==> config.mk <==
export PLATFORM = sky130hd
export DESIGN_NAME = digit_scanner
export DESIGN_NICKNAME = d
export VERILOG_FILES = /design/src/rtl/ds_pkg.sv /design/src/rtl/ds_timer.sv /design/src/rtl/ds_strobe.sv /design/src/rtl/digit_scanner.sv
export SDC_FILE = /design/constraint.sdc
export NUM_CORES = 1
export LEC_CHECK = 0
export BUFFER_PORTS_ARGS = -buffer_cell sky130_fd_sc_hd__buf_2
export CAP_MARGIN = 20
export CORE_MARGIN = 5
export CORE_UTILIZATION = 45
export CTS_CLUSTER_SIZE = 28
export DETAILED_ROUTE_END_ITERATION = 12
export GPL_TIMING_DRIVEN = 0
export PLACE_DENSITY = 0.7
export SLEW_MARGIN = 0
export SYNTH_ARGS = -nofsm -noshare
export SYNTH_HDL_FRONTEND = slang
export SYNTH_HIERARCHICAL = 1
export SYNTH_SLANG_ARGS = --single-unit
==> constraint.sdc <==
create_clock -name clk -period 1.9 [get_ports clk]
set_input_delay 0.285 -clock clk [delete_from_list [all_inputs] [get_ports clk]]
set_output_delay 0.285 -clock clk [all_outputs]
set_load 0.01 [all_outputs]
==> src/rtl/ds_pkg.sv <==
package ds_pkg;
  parameter int NDIG = 5;
  localparam int WORD_W = 4 * NDIG;
  localparam int SLOT_W = $clog2(NDIG);

  // cycles spent on one digit; the leading digit of a fresh reading gets one extra
  function automatic int unsigned span_of(input logic lead, input int unsigned w);
    return lead ? w + 1 : w;
  endfunction

  // slot 0 is the most significant nibble
  function automatic logic [3:0] pick_nibble(input logic [WORD_W-1:0] word,
                                             input logic [SLOT_W-1:0] slot);
    return word[(NDIG - 1 - int'(slot)) * 4 +: 4];
  endfunction
endpackage

==> src/rtl/ds_timer.sv <==
module ds_timer import ds_pkg::*; #(
  parameter int unsigned W = 200,
  localparam int CNT_W = $clog2(W + 2)
) (
  input  logic              clk,
  input  logic              rst_n,
  input  logic              meas_done,
  input  logic              ovr_in,
  input  logic              deint_start,
  input  logic              drained,
  output logic [SLOT_W-1:0] slot,
  output logic [CNT_W-1:0]  cnt,
  output logic              blank,
  output logic              at_mid
);
  logic lead, arm;

  wire last_cyc     = (cnt == CNT_W'(span_of(lead, W) - 1));
  wire wrap_evt     = last_cyc && (slot == SLOT_W'(NDIG - 1));
  wire blank_on_evt = !meas_done && !blank && wrap_evt && arm && drained;
  assign at_mid = !blank && (cnt == CNT_W'(W / 2));

  always_ff @(posedge clk or negedge rst_n) begin
    if (!rst_n) begin
      cnt <= '0; slot <= '0; lead <= 1'b0; blank <= 1'b0; arm <= 1'b0;
    end else if (meas_done) begin
      cnt <= '0; slot <= '0; lead <= 1'b1; blank <= 1'b0; arm <= ovr_in;
    end else if (blank) begin
      if (deint_start) blank <= 1'b0;
    end else if (last_cyc) begin
      cnt  <= '0;
      lead <= 1'b0;
      if (wrap_evt) begin
        slot <= '0;
        if (blank_on_evt) begin
          blank <= 1'b1;
          arm   <= 1'b0;
        end
      end else begin
        slot <= slot + 1'b1;
      end
    end else begin
      cnt <= cnt + 1'b1;
    end
  end

  p_slot_step_r2: assert property (@(posedge clk) disable iff (!rst_n)
    (!meas_done && !blank && last_cyc && !wrap_evt) |=> slot == $past(slot) + 1'b1);

  p_cnt_bound_r3: assert property (@(posedge clk) disable iff (!rst_n)
    cnt <= CNT_W'(W));

  p_blank_hold_r7: assert property (@(posedge clk) disable iff (!rst_n)
    (blank && !deint_start && !meas_done) |=> (blank && cnt == '0 && slot == '0));
endmodule

==> src/rtl/ds_strobe.sv <==
module ds_strobe import ds_pkg::*; (
  input  logic clk,
  input  logic rst_n,
  input  logic meas_done,
  input  logic at_mid,
  output logic drained,
  output logic strobe_n
);
  localparam int LEFT_W = $clog2(NDIG + 1);
  logic [LEFT_W-1:0] left;
  logic stb_neg;

  wire stb_req = at_mid && (left != '0);
  assign drained = (left == '0);

  always_ff @(posedge clk or negedge rst_n) begin
    if (!rst_n)         left <= '0;
    else if (meas_done) left <= LEFT_W'(NDIG);
    else if (stb_req)   left <= left - 1'b1;
  end

  // falling-edge copy; AND with the rising-edge term gives the low clock half only
  always_ff @(negedge clk or negedge rst_n) begin
    if (!rst_n) stb_neg <= 1'b0;
    else        stb_neg <= stb_req;
  end

  assign strobe_n = !(stb_req && stb_neg);

  p_load_r6: assert property (@(posedge clk) disable iff (!rst_n)
    meas_done |=> left == LEFT_W'(NDIG));

  p_left_step_r6: assert property (@(posedge clk) disable iff (!rst_n)
    (stb_req && !meas_done) |=> left == $past(left) - 1'b1);
endmodule

==> src/rtl/digit_scanner.sv <==
module digit_scanner import ds_pkg::*; #(
  parameter int unsigned W = 200,
  localparam int CNT_W = $clog2(W + 2)
) (
  input  logic              clk,
  input  logic              rst_n,
  input  logic              meas_done,
  input  logic [WORD_W-1:0] reading,
  input  logic              ovr_in,
  input  logic              deint_start,
  output logic [NDIG-1:0]   digit_en,
  output logic [3:0]        bcd,
  output logic              strobe_n
);
  logic [WORD_W-1:0] shadow;
  logic [SLOT_W-1:0] slot;
  logic [CNT_W-1:0]  cnt;
  logic blank, at_mid, drained;

  always_ff @(posedge clk or negedge rst_n) begin
    if (!rst_n)         shadow <= '0;
    else if (meas_done) shadow <= reading;
  end

  ds_timer #(.W(W)) u_timer (
    .clk(clk), .rst_n(rst_n), .meas_done(meas_done), .ovr_in(ovr_in),
    .deint_start(deint_start), .drained(drained),
    .slot(slot), .cnt(cnt), .blank(blank), .at_mid(at_mid));

  ds_strobe u_strobe (
    .clk(clk), .rst_n(rst_n), .meas_done(meas_done), .at_mid(at_mid),
    .drained(drained), .strobe_n(strobe_n));

  for (genvar g = 0; g < NDIG; g++) begin : g_en
    assign digit_en[NDIG-1-g] = !blank && (slot == SLOT_W'(g));
  end

  assign bcd = blank ? 4'd0 : pick_nibble(shadow, slot);

  p_shadow_hold_r4: assert property (@(posedge clk) disable iff (!rst_n)
    !meas_done |=> $stable(shadow));

  p_onehot_r2: assert property (@(posedge clk) disable iff (!rst_n)
    $onehot0(digit_en));
endmodule

; Word-level counts from Yosys, hierarchy flattened
; Cells that the tools add are included.
[classes]
n_addsub = 5
n_mul = 0
n_lt_le_gt_ge = 0
n_shift = 1
bitwise_logic = 0
div_mod_pow = 0
mux = 25
reduce_logical = 25
n_eq_ne = 7
[op_table]
columns = cell, n
row1 = two-way mux 8 bit, 3
row2 = variable part select 20 x 6 -> 4 bit, 1
row3 = two-way mux 3 bit, 6
row4 = two-way mux 1 bit, 15
row5 = logical AND 1 bit, 13
row6 = "adder 8 x 1 -> 8 bit, second input constant", 1
row7 = "equality test 8 x 7 -> 1 bit, second input constant", 1
row8 = equality test 8 bit, 1
row9 = nonzero test 2 bit, 4
row10 = "subtractor 8 x 1 -> 8 bit, second input constant", 1
row11 = "equality test 3 x 2 -> 1 bit, second input constant", 2
row12 = zero test 3 bit, 2
row13 = two-way mux 4 bit, 1
row14 = AND reduction 4 bit, 1
row15 = "subtractor 3 x 3 -> 4 bit, first input constant", 1
row16 = "adder 3 x 1 -> 3 bit, second input constant", 1
row17 = "equality test 3 x 1 -> 1 bit, second input constant", 1
row18 = "equality test 3 bit, second input constant", 1
row19 = zero test 1 bit, 3
row20 = nonzero test 3 bit, 1
row21 = "subtractor 3 x 1 -> 3 bit, second input constant", 1
row22 = "!= test 2 bit, second input constant", 1
row23 = AND reduction 2 bit, 1
[totals]
latch_bits = 0
ram_bits = 0
mem_bits_ro = 0
reg_bits = 38
out_inout_bits = 10
mem_count = 0
in_bits = 25

; Longest topological paths before layout
; Gate-level depths: netlist (run 1).
[logic_depth]
word_depth = 12
mapped_depth = 8
ltp_nobuf = 6

; Hierarchy
; The synthesis (run 1) kept the hierarchy.
[by_module_without_submodules]
columns = mod, instances, seq_area_each_um2, area_each_um2, cells_each
row1 = digit_scanner, 1, 500.5, 1088.5, 86
row2 = ds_timer, 1, 350.3, 847.1, 86
row3 = ds_strobe, 1, 100.1, 219.0, 20

==> run summary, run 1 <==
DP Worst Slack = -0.439 ns
Syn_nets = 229
Hold WC Path Type = primary input to asynchronous set/reset pin
Largest net degree at the start of global routing = 39
Type of element launching the critical path = register
Worst path arrival time = 1.94 ns
DRC = 0
Root buffer cell = clkbuf_8
CTS tree = built
GRT overflow = 0
Max Root-Sink Buffers = 2
Pwr per Cell Area = 697 mW/mm2
Antenna violations before repair = 0
Final nets = 284
Min cycle time layout = 2.23 ns
Net Sw Frac = 20.9%
Total CTS buffers = 5
Slew @ Worst Pin = 0.841 ns
Setup violations, final = 6
Clock latency on the worst-skew pair = 0.29 ns
Yosys cell types = 44
Initial core utilization = 45.9%
# diodes = 0
Sequential power share = 46.0%
Final Max Slew Viols = 0
CP Cell Sequence = inv_4, ha_4, ha_4, mux2_4, a32oi_2, a21oi_1, buf_2
Cell mode on critical path = ha_4
RSZ-0062 raised after global routing = true
Reg2reg setup slack = -0.27 ns
Critical-path top delay cell = dfrtp_2
Logic pwr share = 10.0%
Via count = 1,600
Clk_skew = 0.00921 ns
RR Startpoint = u_timer/cnt[1]$_DFFE_PN0P_
Vias per inst = 5.30
Routed wire length = 4.44 mm
CP peak stage delay = 0.39 ns
Rel. slew slack = 43.9%
Tcrit/Tclk final = 117%
Sw power = 0.402 mW
Die span in x = 79.2 um
Asr flop ratio synth = 100%
Wire length per cell = 14.7 um
First-pass DRT Iterations = 5
Sequential-to-total area share from yosys stat = 44.1%
Critical Path Fanout Max = 6
Initial DRC Count = 91
Die area = 0.00627 mm2
Reg2Reg Capture Point = u_strobe/stb_neg$_DFF_NN0_
Post-DRT Antenna Nets = 0
Failing checks = negative setup slack
Reg2reg path depth = 6
CP Data Required Time = 1.62 ns
Fin. Hold Viols = 0
Layout area overhead = 28.0%
Ratio of cells with drive above 1 in the final layout = 37.9%
Cell row count = 25
Worst-path clk slew = 0.08 ns
H-tree depth = 2
Status = finished with violations
Worst Slack Setup Final = -0.326 ns
Quantity of I/O buffers inserted on ports = 34
F_max = 449 MHz
Buf+Inv Stages, Crit Path = 2
Synth warnings = 6
Syn_area_per_cell = 11.2 um2
Placed Cells = 280
Leak = 1.20 nW
Internal = 1.52 mW
GPL Wtd Cong = 0.815
Synthesized area = 0.00215 mm2
Number of global-route vias before repair = 1,615
Post-DP HPWL = 3.05 mm
Synthesis-stage register bit count = 38
Final Non-Filler Cells = 302
Crit path max-delay family = adder cells
I/O pin cnt = 35
Clock power frac = 44.0%
Gr usage total = 15.6%
Peak supply drop = 0.475 mV
Global-route wire length before repair = 7.64 mm
Die height = 79.2 um
Number of synthesized flops with an enable pin = 0
Syn Inst Count = 192
Total core area = 0.00469 mm2
Ys flop type = dfrtp_1
CTS sink count = 38
Kind of critical path = register to output pin
Max-cap violations = 0
Crit end category = output pin
==> cells by family (layout without fill, tap and decap cells) <==
logic type / after synthesis / count (layout) / synth area share, %
mux: 33 / 33 / 17.0
compound gates: 20 / 20 / 6.56
simple gates: 65 / 65 / 18.7
flops: 38 / 38 / 44.1
xor+xnor: 5 / 5 / 2.03
fa+ha+maj: 12 / 12 / 6.97
buf+inv: 19 / 75 / 4.65
==> cells in the mapped netlist (3+ instances only) <==
cell,n,area (um2)
mux2_1,27,304
buf_6,3,33.8
ha_1,12,150
nand3b_1,3,22.5
inv_1,11,41.3
nand2b_1,5,31.3
or4b_1,3,30.0
o21ai_0,4,20.0
nor2_1,8,30.0
dfrtp_1,37,926
nand3_1,5,25.0
and2_1,4,25.0
xnor2_1,4,35.0
a21oi_1,4,20.0
nor3_1,7,35.0
nor2b_1,6,37.5
mux2i_1,5,50.1
nand2_1,8,30.0
==> layer usage <==
layer	GRT usage [%]	part of all wire, %	wire, um
met1	21.1	48	2120
met4	6.87	2.5	111
met2	24.3	46	2050
met5	0	0	0
met3	2.83	3.5	157
==> sequential cells by signal, indices dropped and copies added, names as in the netlist <==
name,flops
shadow,20
u_strobe/left,3
u_strobe/stb_neg,1
u_timer/arm,1
u_timer/blank,1
u_timer/cnt,8
u_timer/lead,1
u_timer/slot,3
==> power by group through the flow <==
stage          Combinational [mW]  Clock, mW  Sequential, mW
2_1_floorplan              0.0970          0           0.893
3_3_place_gp                0.162          0           0.900
3_5_place_dp                0.167          0           0.903
4_1_cts                     0.190      0.865           0.885
5_1_grt                     0.217      0.894           0.891
6_report                    0.192      0.845           0.885
==> final cells by class <==
type,count,area (um2)
timing repair buffer,50,307
buffer,6,36.3
clock buffer,6,82.6
tap,54,67.6
multi-input combinational,135,1200
sequential,38,957
inverter,11,43.8
clock inverter,2,60.1
fill,391,1930
==> per-stage QoR <==
step / instance area, um2 / setup TNS, ns / power, mW / hold WS [ns] / util (%)
final: 2760 / -1.73 / 1.92 / 0.0947 / 58.8
after global routing: 2760 / -2.14 / 2.00 / 0.175 / 58.8
after CTS: 2700 / -1.83 / 1.94 / 0.125 / 57.5
after detailed placement: 2450 / -1.78 / 1.07 / 0.445 / 52.2
after global placement: 2450 / -1.77 / 1.06 / 0.444 / 52.2
after floorplan: 2210 / -0.649 / 0.990 / -0.0106 / -
==> timing repair <==
item,4_1_cts,5_1_grt
endpoints found under the setup margin,7,6
hold buffers,0,0
gates resized for setup,14,8
pin swaps,7,0
setup buffers,11,5
==> cell usage in the layout (no fill, tap or decap), types with 6 or more instances in the layout <==
cell	instances
buf_2	34
dfrtp_1	32
mux2_1	24
buf_4	16
ha_1	9
inv_1	8
nor2_1	8
nand2_1	6
nor2b_1	6
clkbuf_8	6
nor3_1	6
==> how the worst max path moves through the flow <==
stage / to / startpoint / slack, ns / cells after the start
2_1_floorplan: bcd[2] / u_timer/slot[0]$_DFFE_PN0P_ / -0.24 / 7
3_3_place_gp: bcd[2] / u_timer/slot[0]$_DFFE_PN0P_ / -0.44 / 8
3_5_place_dp: bcd[2] / u_timer/slot[0]$_DFFE_PN0P_ / -0.44 / 8
4_1_cts: bcd[0] / u_timer/slot[0]$_DFFE_PN0P_ / -0.37 / 7
5_1_grt: bcd[3] / u_timer/slot[0]$_DFFE_PN0P_ / -0.41 / 7
6_report: bcd[0] / u_timer/slot[0]$_DFFE_PN0P_ / -0.33 / 7
(Power assumes the default switching activity.)
==> run 2: changes to the inputs <==
--- a/config.mk
+++ b/config.mk
@@ -13,6 +13,7 @@
 export DETAILED_ROUTE_END_ITERATION = 12
 export GPL_TIMING_DRIVEN = 0
 export PLACE_DENSITY = 0.7
+export SETUP_SLACK_MARGIN = 0.05
 export SLEW_MARGIN = 0
 export SYNTH_ARGS = -nofsm -noshare
 export SYNTH_HDL_FRONTEND = slang
==> run 2 against run 1 <==
Net effect: the run still ends with negative setup slack left; via count shrank 0.38%; die area did not move; combinational power barely moved; final area down 0.59%; sequential share of layout area increased by 0.16 points; count of clock-buffer cells in the layout unchanged; core utilization down 0.35 points; fmax shrank 1.4%; highest routed layer unchanged.
==> run summary, run 2 (same netlist as run 1, synthesis figures left out) <==
Rel. slew slack = 43.9% (about the same)
# diodes = 0 (unchanged)
Status = finished with violations (unchanged)
Gr usage total = 15.4% (was 15.6%)
Quantity of I/O buffers inserted on ports = 34 (unchanged)
CP Cell Sequence = inv_4, ha_4, ha_4, mux2_4, a32oi_1, a21oi_1, buf_2 (was inv_4, ha_4, ha_4, mux2_4, a32oi_2, a21oi_1, buf_2)
Post-DRT Antenna Nets = 0 (unchanged)
CP peak stage delay = 0.40 ns (was 0.39 ns)
Global-route wire length before repair = 7.56 mm (was 7.64 mm)
Initial DRC Count = 115 (was 91)
Die area = 0.00627 mm2 (unchanged)
Top reg by flops = shadow (unchanged)
Vias per inst = 5.30 (about the same)
Cell mode on critical path = ha_4 (unchanged)
Total CTS buffers = 5 (unchanged)
Failing checks = negative setup slack (unchanged)
First-pass DRT Iterations = 4 (was 5)
I/O pin cnt = 35 (unchanged)
Layout area overhead = 27.3% (was 28.0%)
GRT overflow = 0 (unchanged)
Setup violations, final = 6 (unchanged)
Critical-path top delay cell = dfrtp_2 (unchanged)
Pwr per Cell Area = 700 mW/mm2 (was 697 mW/mm2)
Final Max Slew Viols = 0 (unchanged)
CTS tree = built (unchanged)
Commonest cells after routing, fill and taps aside = buf_2 (34), dfrtp_1 (33), mux2_1 (25) (was buf_2 (34), dfrtp_1 (32), mux2_1 (24))
Post-DP HPWL = 3.05 mm (unchanged)
Clk_skew = 0.00950 ns (was 0.00921 ns)
Crit. path cell count = 7 (unchanged)
Wire length per cell = 14.6 um (was 14.7 um)
Crit path from = u_timer/slot[0]$_DFFE_PN0P_ (unchanged)
Gr busiest metal = met2 (unchanged)
Ratio of cells with drive above 1 in the final layout = 36.4% (was 37.9%)
Clock latency on the worst-skew pair = 0.29 ns (about the same)
Largest net degree at the start of global routing = 39 (unchanged)
Reg2Reg Capture Point = u_strobe/stb_neg$_DFF_NN0_ (unchanged)
DP Worst Slack = -0.439 ns (unchanged)
Cell row count = 25 (unchanged)
Via count = 1,594 (was 1,600)
Most common cell after layout, fill and taps aside = buf_2 (unchanged)
Initial core utilization = 45.9% (unchanged)
Slew @ Worst Pin = 0.841 ns (about the same)
Min cycle time layout = 2.26 ns (was 2.23 ns)
GPL Wtd Cong = 0.815 (unchanged)
RR Startpoint = u_timer/cnt[1]$_DFFE_PN0P_ (unchanged)
Dpl cell area = 0.00245 mm2 (unchanged)
Fin. Hold Viols = 0 (unchanged)
Worst Slack Setup Final = -0.358 ns (was -0.326 ns)
Buf+Inv Stages, Crit Path = 2 (unchanged)
Final instance area = 0.00274 mm2 (was 0.00276 mm2)
Worst path arrival time = 1.97 ns (was 1.94 ns)
# hold bufs at CTS = 0 (unchanged)
Total core area = 0.00469 mm2 (unchanged)
Design Power = 1.92 mW (about the same)
Reg2reg setup slack = -0.26 ns (was -0.27 ns)
Crit end category = output pin (unchanged)
DRC = 0 (unchanged)
Tcrit/Tclk final = 119% (was 117%)
Die height = 79.2 um (unchanged)
Final nets = 283 (was 284)
Global-route met1 utilization = 20.9% (was 21.1%)
CTS sink count = 38 (unchanged)
Critical Path End = bcd[0] (unchanged)
Max Root-Sink Buffers = 2 (unchanged)
Met3 Use GR = 2.83% (unchanged)
Max reg flops = 20 (unchanged)
Final setup TNS = -1.80 ns (was -1.73 ns)
Peak supply drop = 0.476 mV (was 0.475 mV)
Top Registers = shadow: 20 flops, u_timer/cnt: 8 flops (unchanged)
Kind of critical path = register to output pin (unchanged)
Hold WC Path Type = primary input to asynchronous set/reset pin (unchanged)
Max-cap violations = 0 (unchanged)
Leak = 1.20 nW (about the same)
CP Data Required Time = 1.62 ns (about the same)
Routed wire length = 4.39 mm (was 4.44 mm)
Number of global-route vias before repair = 1,606 (was 1,615)
Worst-path clk slew = 0.08 ns (about the same)
Crit path max-delay family = adder cells (unchanged)
H-tree depth = 2 (unchanged)
Die span in x = 79.2 um (unchanged)
Reg2reg path depth = 6 (unchanged)
Root buffer cell = clkbuf_8 (unchanged)
Antenna violations before repair = 0 (unchanged)
Critical Path Fanout Max = 6 (unchanged)
Met2 Use GR = 24.1% (was 24.3%)
F_max = 443 MHz (was 449 MHz)
Type of element launching the critical path = register (unchanged)
RSZ-0062 raised after global routing = true (unchanged)
==> run 2: changes by cell type in the layout (fill, tap and decap cells not counted), sizes merged <==
cell	delta
buf	-1
==> run 2: layer usage <==
metal | share of wire (%) | wire [um]
met5 | 0 | 0
met4 | 2.4 | 105
met3 | 4.3 | 188
met2 | 46 | 2030
met1 | 47 | 2070
==> run 2: timing repair <==
item | in CTS | in global routing
setup endpoints to repair | 8 | 6
pin swaps | 5 | 0
gates resized for setup | 13 | 6
setup buffers | 9 | 6
endpoints found under the hold margin | 0 | 0
==> run 2: how the worst min path moves through the flow <==
| stage | end | cells past startpoint | slack (ns) | start |
|---|---|---|---|---|
| finish | u_timer/cnt[3]$_DFFE_PN0P_ | 1 | 0.1 | rst_n |
| global route | u_timer/cnt[3]$_DFFE_PN0P_ | 1 | 0.18 | rst_n |
| CTS | u_timer/cnt[3]$_DFFE_PN0P_ | 1 | 0.13 | rst_n |
| detailed placement | u_timer/cnt[6]$_DFFE_PN0P_ | 1 | 0.45 | rst_n |
| global placement | u_timer/cnt[6]$_DFFE_PN0P_ | 1 | 0.44 | rst_n |
| floorplan | shadow[0]$_DFFE_PN0P_ | 0 | -0.01 | rst_n |
==> run 2: area by class of cell <==
cell class / count / area (um2)
plain buffers: 6 / 36.3
clock inverters: 2 / 60.1
well taps: 54 / 67.6
repair buffers: 49 / 299
inverters: 11 / 43.8
flip-flops and latches: 38 / 956
fillers: 390 / 1950
clock buffers: 6 / 82.6
multi-input cells: 135 / 1200
==> run 2: through the flow <==
step / hold slack [ns] / cells / utilization [%]
6_report: 0.0959 / 301 / 58.5
5_1_grt: 0.175 / 301 / 58.5
4_1_cts: 0.125 / 296 / 57.4
3_5_place_dp: 0.445 / 280 / 52.2
3_3_place_gp: 0.444 / 280 / 52.2
2_1_floorplan: -0.0106 / 192 / -
==> run 2: power breakdown <==
part           leakage, nW  switching [mW]  internal (mW)
Combinational        0.672          0.0900          0.100
Sequential           0.459          0.0258          0.858
Clock               0.0714           0.284          0.560
Total                 1.20           0.400           1.52
==> run 3: changes to the inputs <==
--- a/config.mk
+++ b/config.mk
@@ -5,6 +5,7 @@
 export SDC_FILE = /design/constraint.sdc
 export NUM_CORES = 1
 export LEC_CHECK = 0
+export ABC_AREA = 1
 export BUFFER_PORTS_ARGS = -buffer_cell sky130_fd_sc_hd__buf_2
 export CAP_MARGIN = 20
 export CORE_MARGIN = 5
@@ -12,7 +13,7 @@
 export CTS_CLUSTER_SIZE = 28
 export DETAILED_ROUTE_END_ITERATION = 12
 export GPL_TIMING_DRIVEN = 0
-export PLACE_DENSITY = 0.7
+export PLACE_DENSITY = 0.73
 export SETUP_SLACK_MARGIN = 0.05
 export SLEW_MARGIN = 0
 export SYNTH_ARGS = -nofsm -noshare
==> run 3 against run 2 <==
Net effect: global-route usage grew 1.2 points; die area decreased by 0.82%; sequential power grew 0.8%; largest power group unchanged; the run still ends with negative setup slack left; synthesized cell count up 41%; flip-flop and latch count unchanged; non-clock buffer count up 1.
==> run summary, run 3 <==
Most common cell after layout, fill and taps aside = nand2_1 (was buf_2)
Commonest cells after routing, fill and taps aside = nand2_1 (77), inv_1 (38), buf_2 (38) (was buf_2 (34), dfrtp_1 (33), mux2_1 (25))
Clk_skew = 0.00908 ns (was 0.00950 ns)
Number of synthesized flops with an enable pin = 0 (unchanged)
Most common cell in the netlist = nand2_1 (was dfrtp_1)
Post-DRT Antenna Nets = 0 (unchanged)
Top reg by flops = shadow (unchanged)
Failing checks = negative setup slack (unchanged)
RSZ-0062 raised after global routing = true (unchanged)
Asr flop ratio synth = 100% (unchanged)
Reg2reg path depth = 4 (was 6)
First-pass DRT Iterations = 4 (unchanged)
Cell row count = 25 (unchanged)
GRT overflow = 0 (unchanged)
Ranking of synthesized cells by area = dfrtp_1 (43%), nand2_1 (14%), inv_1 (7.4%) (was dfrtp_1 (43%), mux2_1 (14%), ha_1 (7.0%))
Area of the multi-input gates = 0.00104 mm2 (was 0.00120 mm2)
Vias per inst = 4.80 (was 5.30)
Hold WC Path Type = primary input to asynchronous set/reset pin (unchanged)
Worst Slack Setup Final = -0.200 ns (was -0.358 ns)
Leading cell types by count after synthesis = nand2_1 (77), inv_1 (42), dfrtp_1 (37) (was dfrtp_1 (37), mux2_1 (27), ha_1 (12))
H-tree depth = 2 (unchanged)
Final Max Slew Viols = 0 (unchanged)
Number of global-route vias before repair = 1,778 (was 1,606)
Final nets = 366 (was 283)
Sequential-to-total area share from yosys stat = 44.5% (was 44.1%)
Antenna violations before repair = 0 (unchanged)
Global-route wire length before repair = 8.05 mm (was 7.56 mm)
Post-synth top area share = 43.4% (was 43.0%)
Clock latency on the worst-skew pair = 0.30 ns (was 0.29 ns)
Max Root-Sink Buffers = 2 (unchanged)
Syn Inst Count = 271 (was 192)
Leak = 1.42 nW (was 1.20 nW)
Synthesis-stage register bit count = 38 (unchanged)
Largest net degree at the start of global routing = 39 (unchanged)
Wire length per cell = 12.3 um (was 14.6 um)
Rel. slew slack = 43.5% (was 43.9%)
DRC = 0 (unchanged)
Setup violations, final = 6 (unchanged)
Worst-path clk slew = 0.08 ns (about the same)
Kind of critical path = register to output pin (unchanged)
Synthesized area = 0.00213 mm2 (was 0.00215 mm2)
Synth warnings = 6 (unchanged)
Type of element launching the critical path = register (unchanged)
Routed wire length = 4.72 mm (was 4.39 mm)
Syn_area_per_cell = 7.88 um2 (was 11.2 um2)
Filler cell count = 414 (was 390)
Final setup TNS = -0.614 ns (was -1.80 ns)
GPL Wtd Cong = 0.823 (was 0.815)
Slew @ Worst Pin = 0.848 ns (was 0.841 ns)
Max reg flops = 20 (unchanged)
Via count = 1,845 (was 1,594)
# diodes = 0 (unchanged)
Fin. Hold Viols = 0 (unchanged)
Root buffer cell = clkbuf_8 (unchanged)
Syn_nets = 308 (was 229)
Critical Path Fanout Max = 1 (was 6)
# hold bufs at CTS = 0 (unchanged)
I/O pin cnt = 35 (unchanged)
Crit end category = output pin (unchanged)
Die area = 0.00622 mm2 (was 0.00627 mm2)
Initial core utilization = 45.8% (was 45.9%)
Top Registers = shadow: 20 flops, u_timer/cnt: 8 flops (unchanged)
CTS sink count = 38 (unchanged)
Die span in x = 78.9 um (was 79.2 um)
Peak supply drop = 0.466 mV (was 0.476 mV)
Yosys cell types = 25 (was 44)
Ratio of cells with drive above 1 in the final layout = 29.1% (was 36.4%)
Core utilization of the finished layout = 57.1% (was 58.5%)
CTS tree = built (unchanged)
Quantity of I/O buffers inserted on ports = 34 (unchanged)
Total core area = 0.00466 mm2 (was 0.00469 mm2)
Max-cap violations = 0 (unchanged)
Total CTS buffers = 5 (unchanged)
Worst path arrival time = 1.81 ns (was 1.97 ns)
Ys flop type = dfrtp_1 (unchanged)
Gr usage total = 16.6% (was 15.4%)
Status = finished with violations (unchanged)
Initial DRC Count = 106 (was 115)
Pwr per Cell Area = 744 mW/mm2 (was 700 mW/mm2)
Top cell type by total area after synthesis = dfrtp_1 (unchanged)
Die height = 78.9 um (was 79.2 um)
Post-DP HPWL = 3.26 mm (was 3.05 mm)
Register area = 956 um2 (unchanged)
CP Data Required Time = 1.62 ns (about the same)
Layout area overhead = 24.6% (was 27.3%)
[run 3: cell count changes in the layout (fill, tap and decap cells not counted), sizes merged, moves of 5 or more]
cell	before	now
nor2b	6	0
o21ai	4	23
nand2	8	82
mux2	28	4
nand2b	6	0
nor2	8	19
inv	11	48
mux2i	5	0
nand3	6	23
[run 3: power breakdown]
group	internal, mW	switching, mW	leakage, nW
combinational	0.241	0.302	0.904
clock	0.254	0.291	0.0450
sequential	0.864	0.0267	0.467
[run 3: final cells by class]
cell class | instances | share of cell area, %
multi-input combinational | 180 | 39.2
clock inverter | 2 | 0.376
timing repair buffer | 51 | 11.2
sequential | 38 | 35.9
inverter | 48 | 6.87
buffer | 5 | 1.18
clock buffer | 6 | 2.73
tap | 54 | 2.54
[run 3: critical path: stages (launching register included)]
cell	delay [ns]
dfrtn_1	0.40
nand2_1	0.04
buf_2	0.13
[run 3: cells by family after synthesis]
logic type / count (synthesis) / share of synthesized area (%)
muxes: 4 / 2.11
DFF: 38 / 44.5
xor gates and xnor gates: 4 / 1.64
AOI/OAI and AO/OA: 30 / 7.21
and+or+nand+nor: 130 / 27.6
buffers and inverters: 53 / 9.91
adders and majority gates: 12 / 7.03
[run 3: metrics by stage]
| stage | instance area [um2] | instances | hold WS, ns | power [mW] | worst slack, ns |
|---|---|---|---|---|---|
| finish | 2660 | 384 | 0.0827 | 1.98 | -0.200 |
| global route | 2660 | 384 | 0.159 | 2.11 | -0.239 |
| CTS | 2640 | 381 | 0.115 | 1.98 | -0.209 |
| detailed placement | 2400 | 359 | 0.445 | 1.35 | -0.294 |
| global placement | 2400 | 359 | 0.436 | 1.34 | -0.257 |
| floorplan | 2160 | 271 | -0.0106 | 1.20 | -0.154 |
[run 3: repair_timing]
| item | 4_1_cts | 5_1_grt |
|---|---|---|
| setup buffers | 14 | 3 |
| pin swaps | 16 | 8 |
| endpoints found under the setup margin | 8 | 6 |
| gates resized for setup | 15 | 1 |
[run 3: final timing paths]
path | from | to | slack, ns
setup / recovery | u_strobe/stb_neg$_DFF_NN0_ | strobe_n | -0.20
hold / removal | rst_n | shadow[11]$_DFFE_PN0P_ | 0.08
setup reg to reg | u_strobe/left[0]$_DFFE_PN0P_ | u_strobe/stb_neg$_DFF_NN0_ | -0.10
hold reg to reg | u_strobe/left[2]$_DFFE_PN0P_ | u_strobe/left[2]$_DFFE_PN0P_ | 0.49
max in group asynchronous | rst_n | u_strobe/stb_neg$_DFF_NN0_ | 0.41
min in group clk | reading[6] | shadow[6]$_DFFE_PN0P_ | 0.19
[run 3: metal layers]
layer,share of wire (%),up-vias,global-route usage [%]
li1,-,956,-
met1,47,838,22.0
met2,45,41,25.4
met3,4.6,10,4.54
met4,2.6,0,7.73
met5,0,-,0
